**src/rtl/alu_pkg.sv**
```systemverilog
// Shared types for the integer ALU: opcode encoding and flag vector layout.
// Assumes a 4-bit opcode; flag vector order N,Z,C,V from MSB to LSB.
package alu_pkg;

    typedef enum logic [3:0] {
        OP_ADD = 4'd0,
        OP_ADC = 4'd1,
        OP_SUB = 4'd2,
        OP_SBC = 4'd3,
        OP_RSB = 4'd4,
        OP_RSC = 4'd5,
        OP_AND = 4'd6,
        OP_ORR = 4'd7,
        OP_EOR = 4'd8,
        OP_BIC = 4'd9,
        OP_MOV = 4'd10,
        OP_MVN = 4'd11,
        OP_CMP = 4'd12,
        OP_CMN = 4'd13,
        OP_TEQ = 4'd14,
        OP_TST = 4'd15
    } alu_op_e;

    typedef struct packed {
        logic n;
        logic z;
        logic c;
        logic v;
    } nzcv_t;

    // True for opcodes that only set flags and never write a result
    function automatic logic op_is_cmp(alu_op_e op);
        return op inside {OP_CMP, OP_CMN, OP_TEQ, OP_TST};
    endfunction

    // True for opcodes served by the adder
    function automatic logic op_is_arith(alu_op_e op);
        return op inside {OP_ADD, OP_ADC, OP_SUB, OP_SBC, OP_RSB, OP_RSC,
                          OP_CMP, OP_CMN};
    endfunction

endpackage

```
**src/rtl/alu_addsub.sv**
```systemverilog
// Shared adder for all arithmetic opcodes. Subtraction is done as
// x + ~y + cin, so carry out means "no borrow". Overflow is the XOR of
// the carries into and out of the MSB. Assumes DW >= 2.
module alu_addsub
    import alu_pkg::*;
#(
    parameter int DW = 32
) (
    input  alu_op_e        op,
    input  logic [DW-1:0]  a,
    input  logic [DW-1:0]  b,
    input  logic           c_in_flag,
    output logic [DW-1:0]  sum,
    output logic           c_out,
    output logic           v_out
);
    localparam int LW = DW - 1;

    logic [DW-1:0] x_op;
    logic [DW-1:0] y_op;
    logic          cin;
    logic [DW:0]   full_sum;
    logic [LW:0]   low_sum;

    // Steer, invert and pick carry-in for the requested operation
    always_comb begin
        x_op = a;
        y_op = b;
        cin  = 1'b0;
        case (op)
            OP_ADC:          cin = c_in_flag;
            OP_SUB, OP_CMP: begin y_op = ~b; cin = 1'b1; end
            OP_SBC:          begin y_op = ~b; cin = c_in_flag; end
            OP_RSB:          begin x_op = b; y_op = ~a; cin = 1'b1; end
            OP_RSC:          begin x_op = b; y_op = ~a; cin = c_in_flag; end
            default:         ;
        endcase
    end

    // Full-width sum plus the sum of the lower bits for carry into the MSB
    always_comb begin
        full_sum = {1'b0, x_op} + {1'b0, y_op} + {{DW{1'b0}}, cin};
        low_sum  = {1'b0, x_op[LW-1:0]} + {1'b0, y_op[LW-1:0]} + {{LW{1'b0}}, cin};
    end

    assign sum   = full_sum[DW-1:0];
    assign c_out = full_sum[DW];
    assign v_out = low_sum[LW] ^ full_sum[DW];

endmodule

```
**src/rtl/alu_logic.sv**
```systemverilog
// Bitwise unit for logical, move and test opcodes. Produces zero for
// opcodes it does not serve; the top selects between this and the adder.
module alu_logic
    import alu_pkg::*;
#(
    parameter int DW = 32
) (
    input  alu_op_e        op,
    input  logic [DW-1:0]  a,
    input  logic [DW-1:0]  b,
    output logic [DW-1:0]  y
);
    // Bitwise function per opcode
    always_comb begin
        case (op)
            OP_AND, OP_TST: y = a & b;
            OP_ORR:         y = a | b;
            OP_EOR, OP_TEQ: y = a ^ b;
            OP_BIC:         y = a & ~b;
            OP_MOV:         y = b;
            OP_MVN:         y = ~b;
            default:        y = '0;
        endcase
    end

endmodule

```
**src/rtl/alu_flag_gen.sv**
```systemverilog
// Next-flag logic. N and Z come from the result; C and V from the adder
// for arithmetic opcodes; C from the shifter and V held for the others.
// Flags move only on set-flags or a compare/test opcode.
module alu_flag_gen
    import alu_pkg::*;
#(
    parameter int DW = 32
) (
    input  alu_op_e        op,
    input  logic           set_flags,
    input  nzcv_t          flags_in,
    input  logic [DW-1:0]  res,
    input  logic           add_c,
    input  logic           add_v,
    input  logic           shift_c,
    output nzcv_t          flags_next
);
    logic  upd;
    nzcv_t computed;

    // Build the candidate flags for this opcode class
    always_comb begin
        computed.n = res[DW-1];
        computed.z = (res == '0);
        if (op_is_arith(op)) begin
            computed.c = add_c;
            computed.v = add_v;
        end else begin
            computed.c = shift_c;
            computed.v = flags_in.v;
        end
    end

    // Apply the candidate only when an update is requested
    always_comb begin
        upd        = set_flags | op_is_cmp(op);
        flags_next = upd ? computed : flags_in;
    end

endmodule

```
**src/rtl/alu_flag_unit.sv**
```systemverilog
// Top of the integer ALU: combines adder and bitwise unit, generates the
// next flags and the write-enable, and registers all outputs one cycle
// after the inputs. Assumes the second operand arrives already shifted.
module alu_flag_unit
    import alu_pkg::*;
#(
    parameter int DW = 32
) (
    input  logic           clk,
    input  logic           rst_n,
    input  logic [3:0]     op_i,
    input  logic           set_flags_i,
    input  logic [3:0]     flags_i,
    input  logic           shift_c_i,
    input  logic [DW-1:0]  a_i,
    input  logic [DW-1:0]  b_i,
    output logic [DW-1:0]  result_o,
    output logic           wr_en_o,
    output logic [3:0]     flags_o
);
    alu_op_e       op;
    logic [DW-1:0] add_sum;
    logic          add_c;
    logic          add_v;
    logic [DW-1:0] log_y;
    logic [DW-1:0] res_c;
    nzcv_t         flags_next;
    logic          wr_c;

    assign op = alu_op_e'(op_i);

    alu_addsub #(.DW(DW)) u_addsub (
        .op        (op),
        .a         (a_i),
        .b         (b_i),
        .c_in_flag (flags_i[1]),
        .sum       (add_sum),
        .c_out     (add_c),
        .v_out     (add_v)
    );

    alu_logic #(.DW(DW)) u_logic (
        .op (op),
        .a  (a_i),
        .b  (b_i),
        .y  (log_y)
    );

    alu_flag_gen #(.DW(DW)) u_flags (
        .op         (op),
        .set_flags  (set_flags_i),
        .flags_in   (nzcv_t'(flags_i)),
        .res        (res_c),
        .add_c      (add_c),
        .add_v      (add_v),
        .shift_c    (shift_c_i),
        .flags_next (flags_next)
    );

    // Select the unit that serves this opcode and derive the write-enable
    always_comb begin
        res_c = op_is_arith(op) ? add_sum : log_y;
        wr_c  = ~op_is_cmp(op);
    end

    // Output register stage with synchronous active-low reset
    always_ff @(posedge clk) begin
        if (!rst_n) begin
            result_o <= '0;
            wr_en_o  <= 1'b0;
            flags_o  <= 4'b0;
        end else begin
            result_o <= res_c;
            wr_en_o  <= wr_c;
            flags_o  <= flags_next;
        end
    end

    // compare/test opcodes never request a write; others always do
    a_r8_write_enable: assert property (@(posedge clk) disable iff (!rst_n)
        1'b1 |=> (wr_en_o == !op_is_cmp(alu_op_e'($past(op_i)))));

    // no update requested means flags pass through unchanged
    a_r9_flags_hold: assert property (@(posedge clk) disable iff (!rst_n)
        (!set_flags_i && !op_is_cmp(op)) |=> (flags_o == $past(flags_i)));

    // N tracks the registered result's MSB on an update
    a_r5_negative: assert property (@(posedge clk) disable iff (!rst_n)
        (set_flags_i || op_is_cmp(op)) |=> (flags_o[3] == result_o[DW-1]));

    // Z tracks an all-zero registered result on an update
    a_r5_zero: assert property (@(posedge clk) disable iff (!rst_n)
        (set_flags_i || op_is_cmp(op)) |=> (flags_o[2] == (result_o == '0)));

    // non-arithmetic updates copy the shifter carry
    a_r7_shift_carry: assert property (@(posedge clk) disable iff (!rst_n)
        ((set_flags_i || op_is_cmp(op)) && !op_is_arith(op))
        |=> (flags_o[1] == $past(shift_c_i)));

    // non-arithmetic updates keep V
    a_r7_keep_v: assert property (@(posedge clk) disable iff (!rst_n)
        ((set_flags_i || op_is_cmp(op)) && !op_is_arith(op))
        |=> (flags_o[0] == $past(flags_i[0])));

    // reset clears every output on the next edge
    a_r10_reset_clear: assert property (@(posedge clk)
        !rst_n |=> (result_o == '0 && !wr_en_o && flags_o == 4'b0));

endmodule

```
**config.mk**
```make
export PLATFORM = sky130hd
export DESIGN_NAME = alu_flag_unit
export DESIGN_NICKNAME = d
export VERILOG_FILES = /design/src/rtl/alu_pkg.sv /design/src/rtl/alu_addsub.sv /design/src/rtl/alu_logic.sv /design/src/rtl/alu_flag_gen.sv /design/src/rtl/alu_flag_unit.sv
export SDC_FILE = /design/constraint.sdc
export NUM_CORES = 1
export LEC_CHECK = 0
export BUFFER_PORTS_ARGS = -buffer_cell sky130_fd_sc_hd__buf_2
export CORE_MARGIN = 2
export CORE_UTILIZATION = 53
export DETAILED_ROUTE_END_ITERATION = 6
export PLACE_DENSITY = 0.76
export RECOVER_POWER = 25
export SYNTH_ARGS = -nofsm -noshare
export SYNTH_HDL_FRONTEND = slang
export SYNTH_SLANG_ARGS = --single-unit
```
**constraint.sdc**
```tcl
create_clock -name clk -period 4.3 [get_ports clk]
set_clock_uncertainty 0.05 [all_clocks]
set_input_delay 0.215 -clock clk [delete_from_list [all_inputs] [get_ports clk]]
set_output_delay 0.215 -clock clk [all_outputs]
set_load 0.02 [all_outputs]
```
==> results of run 1 <==
==> registers in the layout (all words and copies together) (netlist names) <==
name and count:
wr_en_o 1, flags_o 4, result_o 32
==> through the flow <==
| step | util | setup TNS, ns | power (mW) |
|---|---|---|---|
| 6_report | 0.636 | 0 | 2.14 |
| 4_1_cts | 0.637 | 0 | 2.11 |
| 5_1_grt | 0.636 | 0 | 2.27 |
| 2_1_floorplan | - | -0.0330 | 1.25 |
| 3_5_place_dp | 0.622 | 0 | 1.67 |
| 3_3_place_gp | 0.622 | 0 | 1.67 |
==> power breakdown <==
part	internal (mW)	total [mW]	switching, mW
logic	0.509	1.31	0.802
registers	0.393	0.404	0.0114
clock network	0.289	0.427	0.138
total	1.19	2.14	0.951
==> critical path, stage by stage <==
cell and delay (ns):
buf_2 0.15, nand2_1 0.12, o32ai_4 0.31, nand2b_4 0.22, o221a_2 0.21, fa_1 0.24, inv_1 0.07, fa_1 0.43
a211oi_2 0.29, nor2_1 0.12, nor2_1 0.16, mux2i_1 0.22, nand4_1 0.12, or4_1 0.58, nor4_2 0.36, o2111a_1 0.23
nand4_1 0.07, nand2_1 0.09
==> cells in the mapped netlist, drive strengths merged (6+ instances only) <==
master	n	area, µm²
clkbuf	37	139
nand2	112	428
a22o	16	140
mux2i	7	70.1
or2	6	37.5
o22ai	26	163
and3	8	50.1
a21oi	63	319
a31oi	22	138
nand4	13	81.3
nand2b	13	81.3
nor4	6	37.5
nor3	25	130
inv	71	267
dfxtp	37	741
o21ai	74	374
ha	63	788
nor2	57	214
a21o	14	105
buf	30	179
xnor2	29	254
nand3	36	180
and2	16	100
o221ai	33	289
o31ai	8	60.1
o211ai	8	60.1
a211oi	10	80.1
xor2	7	61.3
a22oi	14	105
==> what timing repair did <==
action / CTS / global route
hold buffers: 0 / 0
endpoints found under the hold margin: 0 / 0
setup endpoints to repair: 0 / 1
gates resized for setup: 0 / 2
==> kinds of logic after synthesis <==
family	share of synthesized area
compound gates	0.365
buf+inv	0.0910
xor+xnor	0.0485
simple gates	0.240
mux	0.0142
flops	0.114
fa+ha+maj	0.127
==> layout make-up <==
type | instances | share of cell area
sequential | 37 | 0.0969
multi-input combinational | 773 | 0.685
tap | 147 | 0.0241
inverter | 73 | 0.0359
antenna | 1 | 0.000327
clock inverter | 2 | 0.00491
timing repair buffer | 176 | 0.135
clock buffer | 6 | 0.0182
==> how the worst max path moves through the flow <==
stage	slack, ns	depth (start not counted)	from	endpoint
finish	0.26	18	op_i[3]	flags_o[2]
global route	0.05	19	op_i[3]	flags_o[2]
CTS	0.20	18	op_i[3]	flags_o[2]
detailed placement	0.03	18	op_i[3]	flags_o[2]
global placement	0.06	18	op_i[3]	flags_o[2]
floorplan	-0.03	20	op_i[1]	flags_o[1]
==> layer usage <==
layer	up-vias	share of wire	GRT usage
li1	3785	-	-
met3	30	0.14	0.0596
met5	-	0	0
met2	521	0.41	0.530
met1	3675	0.44	0.549
met4	0	0.015	0.0771
==> cell usage in the layout (no fill, tap or decap), types with 8 or more instances in the layout <==
| cell | n |
|---|---|
| a211oi_1 | 8 |
| a21o_1 | 14 |
| a21oi_1 | 62 |
| a22o_1 | 16 |
| a22oi_1 | 14 |
| a31oi_1 | 22 |
| and2_1 | 16 |
| and3_1 | 8 |
| buf_2 | 94 |
| buf_4 | 63 |
| clkbuf_1 | 18 |
| dfxtp_1 | 37 |
| ha_1 | 63 |
| inv_1 | 71 |
| nand2_1 | 111 |
| nand2b_1 | 12 |
| nand3_1 | 36 |
| nand4_1 | 13 |
| nor2_1 | 57 |
| nor3_1 | 24 |
| o211ai_1 | 8 |
| o21ai_0 | 67 |
| o221ai_1 | 33 |
| o22ai_1 | 26 |
| o31ai_1 | 8 |
| xnor2_1 | 29 |
==> results_dict.tcl, run 1 <==
set metrics [dict create \
    critical_path_class "primary input to flop" \
    synth_seq_cells 37 \
    num_io_pins 113 \
    slew_violations 0 \
    crit_path_max_fanout 5 \
    period_minus_slack_ns 4.04 \
    synth_enable_flop_cells 0 \
    syn_area_per_cell_um2 6.85 \
    grt_max_degree 61 \
    hold_viol 0 \
    synth_top_flop_cell "dfxtp_1" \
    hold_class "primary input to flop" \
    violations "design-rule violations" \
    peakVddDrop_uv 183 \
    cts_tree "done" \
    setup_viol 0 \
    portBuffers 112 \
    clock.fmax_mhz 248 \
    end_kind "flop" \
    hold_end "flags_o[2]" \
    htree_levels 2 \
    multiInputGateArea_um2 5230 \
    status "finished with violations" \
    layout-drive-gt1-share 0.181 \
    antenna_found_initial 1 \
    power.density_nw_per_um2 280 \
    post-route-drc-count 5 \
    core_region_area_um2 12000 \
    viasPerCell 6.59 \
    postSynthCellCount 950 \
    wire_per_inst_um 20.0 \
    fin_nets 1207 \
    totalWireLength_um 24300 \
    start_kind "primary input" \
    clkTransAtPathRegs_ns 0.06 \
    syn_area_um2 6500 \
    syn-num-nets 1091 \
    placedCellCount 1206 \
    grt_overflow 0 \
    ant_nets 0 \
    vias 8011 \
    synthArstFlopShare 0 \
    area_delta_synth_final_pct 17.5 \
    dieWidth_um 115 \
    cts_buffer_depth 2 \
    track_usage 0.360 \
    cts_buffers 5 \
    rsz0062_at_grt "no" \
    die_area_um2 13200 \
    grt_first_pass_wirelength_um 37100 \
    clockRootBuffer "clkbuf_16" \
    hold_depth 3 \
    placed_area_um2 7470 \
    place_ws_ns 0.0285 \
    final_cell_area_um2 7640 \
    critPathRequiredTime_ns 4.47 \
    yosys_warnings 0 \
    postCtsSetupBuffers 0 \
    drt_first_pass_iters 7 \
    regArea_um2 741 \
    dieHeight_um 115 \
    fillCellCount 1128 \
    setup_ws_ns 0.264 \
    drv_cap 0 \
    gp_congestion 0.992 \
    row_count 40 \
    whs_ns 0.135 \
    arrival_ns 4.20 \
    drt_iter0_drc 1109 \
    finalCritPeriodShare 0.938 \
    p_leak_nw 3.50 \
    cts.sinks 37 \
    maxSlewHeadroom 0.410 \
    grt_pass1_vias 6838 \
    hp-start "flags_i[2]" \
    yosysSeqAreaShare 0.114 \
    dp_hpwl_um 18500 \
    instances_no_fill 1215 \
    tightest_slew_ns 0.873 \
    synth_cell_type_count 82 \
    start_util 0.541 \
]
Power figures use the tool's default switching activity.
==> inputs of run 2 (changes only) <==
Settings changed: CORE_UTILIZATION 53 to 59, PLACE_DENSITY 0.76 to 0.8.
Clock period 4.3 ns to 4.2 ns, I/O delays scaled along.
==> run 2 against run 1 <==
Against the previous run:
- final cell count rose by 2.8%
- highest routed layer is now met5
- non-clock buffer count rose by 42
- critical endpoint unchanged
- the flow now finishes without violations
- worst hold slack got worse by 0.017 ns
- via count rose by 4.8%
- count of clock-buffer cells in the layout fell by 1
- die area fell by 9.8%
- critical path depth rose by 2
==> results_dict.tcl, run 2 (synthesis gave the netlist of run 1 again) <==
set metrics [dict create \
    portBuffers 112 \
    grt_pass1_vias 7347 \
    drt_first_pass_iters 6 \
    cts_buffer_depth 2 \
    period_minus_slack_ns 3.92 \
    start_util 0.603 \
    slew_violations 0 \
    num_io_pins 113 \
    cts_tree "done" \
    crit_path_max_incr_delay_ns 0.37 \
    area_delta_synth_final_pct 21.5 \
    power.total_mw 2.13 \
    hold_depth 3 \
    antenna_cells 0 \
    viasPerCell 6.72 \
    clockRootBuffer "clkbuf_8" \
    hold_end "flags_o[2]" \
    cts.sinks 37 \
    finalCritPeriodShare 0.933 \
    wire_per_inst_um 20.3 \
    arrival_ns 4.11 \
    dp_hpwl_um 19300 \
    end_kind "flop" \
    setup_viol 0 \
    reg.largest.list "result_o (32), flags_o (4), wr_en_o (1)" \
    post-route-drc-count 0 \
    top_register "result_o" \
    antenna_found_initial 2 \
    path_cells "buf_2, nand2b_1, or2_2, nand2b_4, o221a_2, fa_1, inv_1, fa_2, a211oi_2, o21ai_1, a21oi_2, a21o_1, a21oi_1, buf_4, or2_2, a211oi_2, nand3_1, nor4_1, nand4_1, nand2_1" \
    core_region_area_um2 10800 \
    largest_reg_flops 32 \
    grt_first_pass_wirelength_um 39500 \
    gp_congestion 1.02 \
    peakVddDrop_uv 345 \
    start_kind "primary input" \
    clock.fmax_mhz 255 \
    critical_path_class "primary input to flop" \
    hp-start "flags_i[2]" \
    dieWidth_um 109 \
    grt_max_degree 40 \
    ant_nets 0 \
    mostFrequentLayoutCells "nand2_1 (111), buf_4 (103), buf_2 (94)" \
    maxSlewHeadroom 0.342 \
    die_area_um2 11900 \
    rsz0062_at_grt "no" \
    drv_cap 0 \
    clkTransAtPathRegs_ns 0.08 \
    htree_levels 2 \
    fin_nets 1249 \
    slowest_stage "or2_2" \
    dieHeight_um 109 \
    track_usage 0.424 \
    totalWireLength_um 25400 \
    p_leak_nw 3.68 \
    tightest_slew_ns 0.973 \
    crit_path_max_fanout 6 \
    status "complete, no violations" \
    utilization 0.732 \
    hold_viol 0 \
    layout-drive-gt1-share 0.217 \
    critPathRequiredTime_ns 4.39 \
    crit_buf_inv 3 \
    row_count 38 \
    cts_buffers 5 \
    whs_ns 0.118 \
    hold_class "primary input to flop" \
    drt_iter0_drc 945 \
    grt_overflow 0 \
    power.density_nw_per_um2 269 \
    crit_family "compound AO/OA/AOI/OAI gates" \
    vias 8392 \
    mostFrequentLayoutCell "nand2_1" \
]
## run 2: changes by cell type in the layout (fill, tap and decap cells not counted), moves of 2 or more
cell / change
clkbuf_16: -5
buf_12: +2
buf_4: +40
nor3_1: -2
clkinv_2: +2
clkbuf_8: +4
nor3_2: +2
## run 2: power by group
group | switching [mW] | internal, mW
sequential | 0.0107 | 0.402
clock | 0.127 | 0.114
combinational | 0.866 | 0.607
total | 1.00 | 1.12
## run 2: final cells by class
type	instances	area [µm²]
Clock buffer	5	68.8
Clock inverter	3	17.5
Fill cell	936	2890
Inverter	73	274
Multi-Input combinational cell	773	5250
Sequential cell	37	741
Tap cell	140	175
Timing Repair Buffer	218	1370
## run 2: stage by stage
| stage | instances | setup slack [ns] | area, µm² | setup TNS (ns) |
|---|---|---|---|---|
| after floorplan | 950 | -0.00479 | 6560 | -0.00656 |
| after global placement | 1238 | 0.0666 | 7800 | 0 |
| after detailed placement | 1238 | -0.0122 | 7800 | -0.0122 |
| after CTS | 1246 | 0.270 | 7880 | 0 |
| after global routing | 1249 | 0.0379 | 7900 | 0 |
| final | 1249 | 0.280 | 7900 | 0 |
## run 2: worst max-delay path by stage
| stage | startpoint | endpoint | depth (start not counted) |
|---|---|---|---|
| CTS | op_i[3] | flags_o[2] | 18 |
| floorplan | op_i[3] | flags_o[2] | 21 |
| finish | op_i[3] | flags_o[2] | 20 |
| global route | op_i[2] | flags_o[2] | 22 |
| global placement | op_i[3] | flags_o[2] | 18 |
| detailed placement | op_i[3] | flags_o[2] | 18 |
## run 2: tightest hold or removal path: cells and delay by family
| kind | cells | cell delay (ns) |
|---|---|---|
| buffers and inverters | 1 | 0.10 |
| and+or+nand+nor | 2 | 0.13 |
## run 2: what timing repair did
item | in CTS | in global routing
buffers inserted | 0 | 3
hold buffers | 0 | 0
gates resized for setup | 0 | 4
setup endpoints to repair | 0 | 2
## run 2: routing by layer
metal	routed length (µm)	part of all wire	GRT usage	up-vias
met2	10400	0.41	0.628	625
li1	-	-	-	3870
met4	936	0.037	0.158	2
met3	3710	0.15	0.0962	95
met5	13	0.00051	0	-
met1	10300	0.41	0.596	3800
==> inputs of run 3 (changes only) <==
Settings changed: ABC_AREA set to 1.
==> run 3 against run 2 <==
Against the previous run:
- total power decreased by 0.54%
- combinational power decreased by 15%
- sequential power about the same
- sequential cell count unchanged
- critical path depth increased by 5
- largest power group unchanged
- worst setup slack improved by 0.40 ns
- first-iteration DRC count decreased by 4.8%
- die area increased by 3.8%
==> results_dict.tcl, run 3 <==
set metrics [dict create \
    status "complete, no violations" \
    portBuffers 112 \
    slew_violations 0 \
    regArea_um2 741 \
    track_usage 0.385 \
    synthArstFlopShare 0 \
    syn-num-nets 1407 \
    maxSlewHeadroom 0.447 \
    crit_path_max_fanout 7 \
    grt_first_pass_wirelength_um 38700 \
    gp_congestion 1.02 \
    p_comb_frac 0.591 \
    antenna_found_initial 2 \
    start_kind "primary input" \
    setup_tns_ns 0 \
    syn_area_per_cell_um2 5.34 \
    mostFrequentLayoutCell "nand2_1" \
    netSwitchingFraction 0.480 \
    power.net_switching_mw 1.01 \
    instances_no_fill 1502 \
    clkTransAtPathRegs_ns 0.06 \
    dieHeight_um 111 \
    syn_area_um2 6760 \
    slowest_stage "a21oi_1" \
    htree_levels 2 \
    synth.top_cell.area_share 0.214 \
    critical_path_class "primary input to flop" \
    totalWireLength_um 24000 \
    cts_buffers 5 \
    post-route-drc-count 0 \
    vias 8546 \
    synthTopCellsByArea "nand2_1 (21%), inv_1 (12%), ha_1 (12%), dfxtp_1 (11%), o21ai_0 (7.7%)" \
    crit_top_cell "nand2_1" \
    fin_nets 1497 \
    period_minus_slack_ns 3.52 \
    yosysMostFrequentCell "nand2_1" \
    synth_seq_cells 37 \
    power.density_nw_per_um2 280 \
    cts.sinks 37 \
    start_util 0.597 \
    setup_ws_ns 0.680 \
    top_register "result_o" \
    place_ws_ns 0.494 \
    viasPerCell 5.69 \
    tightest_slew_ns 0.828 \
    ant_nets 0 \
    multiInputGateArea_um2 5000 \
    hold_class "primary input to flop" \
    whs_ns 0.153 \
    pwr-share-clk 0.214 \
    utilization 0.667 \
    fillCellCount 1191 \
    synth_enable_flop_cells 0 \
    clockRootBuffer "clkbuf_16" \
    finalCritPeriodShare 0.838 \
    arrival_ns 3.69 \
    reg.largest.list "result_o (32), flags_o (4), wr_en_o (1)" \
    hold_viol 0 \
    core_region_area_um2 11300 \
    p_int_mw 1.10 \
    row_count 39 \
    mostFrequentLayoutCells "nand2_1 (386), inv_1 (216), nor2_1 (123)" \
    layout-drive-gt1-share 0.0995 \
    power.total_mw 2.12 \
    grt_pass1_vias 7904 \
    synth_top_flop_cell "dfxtp_1" \
    dieWidth_um 111 \
    dp_hpwl_um 18500 \
    postCtsSetupBuffers 0 \
    synth_top_area_cell "nand2_1" \
    yosys_warnings 0 \
    cts_buffer_depth 2 \
    largest_reg_flops 32 \
    critPathRequiredTime_ns 4.37 \
    postSynthCellCount 1266 \
    p_seq_frac 0.195 \
    num_io_pins 113 \
    area_delta_synth_final_pct 11.7 \
    drt_first_pass_iters 6 \
    synth_cell_type_count 41 \
    placedCellCount 1492 \
    ys_top_cells_by_count "nand2_1 (386), inv_1 (216), nor2_1 (124), o21ai_0 (104), nand3_1 (82)" \
    clock.fmax_mhz 284 \
    yosysSeqAreaShare 0.110 \
    die_area_um2 12300 \
    cts_tree "done" \
    setup_viol 0 \
    wire_per_inst_um 16.0 \
    end_kind "flop" \
    rsz0062_at_grt "no" \
    placed_area_um2 7390 \
    drv_cap 0 \
    final_cell_area_um2 7550 \
    drt_iter0_drc 900 \
    ctsResizeCount 0 \
    grt_max_degree 49 \
    p_leak_nw 4.23 \
    hold_buffers 0 \
    grt_overflow 0 \
    peakVddDrop_uv 259 \
    crit_path_max_incr_delay_ns 0.44 \
]
==> run 3: cells by family (layout without fill, tap and decap cells) <==
logic type	after synthesis	count (layout)	synth area share
xor+xnor	3	3	0.00389
buf+inv	261	352	0.152
fa+ha+maj	65	65	0.123
flops	37	37	0.110
compound gates	271	271	0.233
simple gates	629	629	0.379
other cells	0	2	0
==> run 3: critical path, delay by kind of cell <==
family | cells | cell delay [ns]
AOI/OAI and AO/OA | 4 | 0.78
adders and majority gates | 2 | 0.69
and+or+nand+nor | 16 | 1.58
buffers and inverters | 3 | 0.42
==> run 3: final cells by class <==
class	count	area share
sequential	37	0.0981
timing repair buffer	122	0.0812
clock inverter	2	0.00497
inverter	222	0.110
multi-input combinational	968	0.663
tap	143	0.0237
antenna	2	0.000663
clock buffer	6	0.0184
==> run 3: power groups by stage <==
stage | Clock (mW) | Combinational (mW) | Sequential (mW)
after global routing | 0.469 | 1.40 | 0.416
final | 0.452 | 1.25 | 0.413
after global placement | 0 | 1.22 | 0.419
after CTS | 0.449 | 1.23 | 0.412
after floorplan | 0 | 0.804 | 0.486
after detailed placement | 0 | 1.23 | 0.420
==> run 3: per-layer routing <==
| layer | wire length, µm | vias up | share of wire | global-route usage |
|---|---|---|---|---|
| li1 | - | 4292 | - | - |
| met1 | 9500 | 3715 | 0.39 | 0.474 |
| met2 | 11300 | 446 | 0.47 | 0.672 |
| met3 | 1930 | 93 | 0.080 | 0.0372 |
| met4 | 1280 | 0 | 0.053 | 0.185 |
| met5 | 0 | - | 0 | 0 |
==> run 3: final timing paths <==
path                  slack [ns]    endpoint        from  cells after the start
worst max-delay path        0.68  flags_o[2]     op_i[2]                     25
worst min-delay path        0.15  flags_o[2]  flags_i[2]                      3
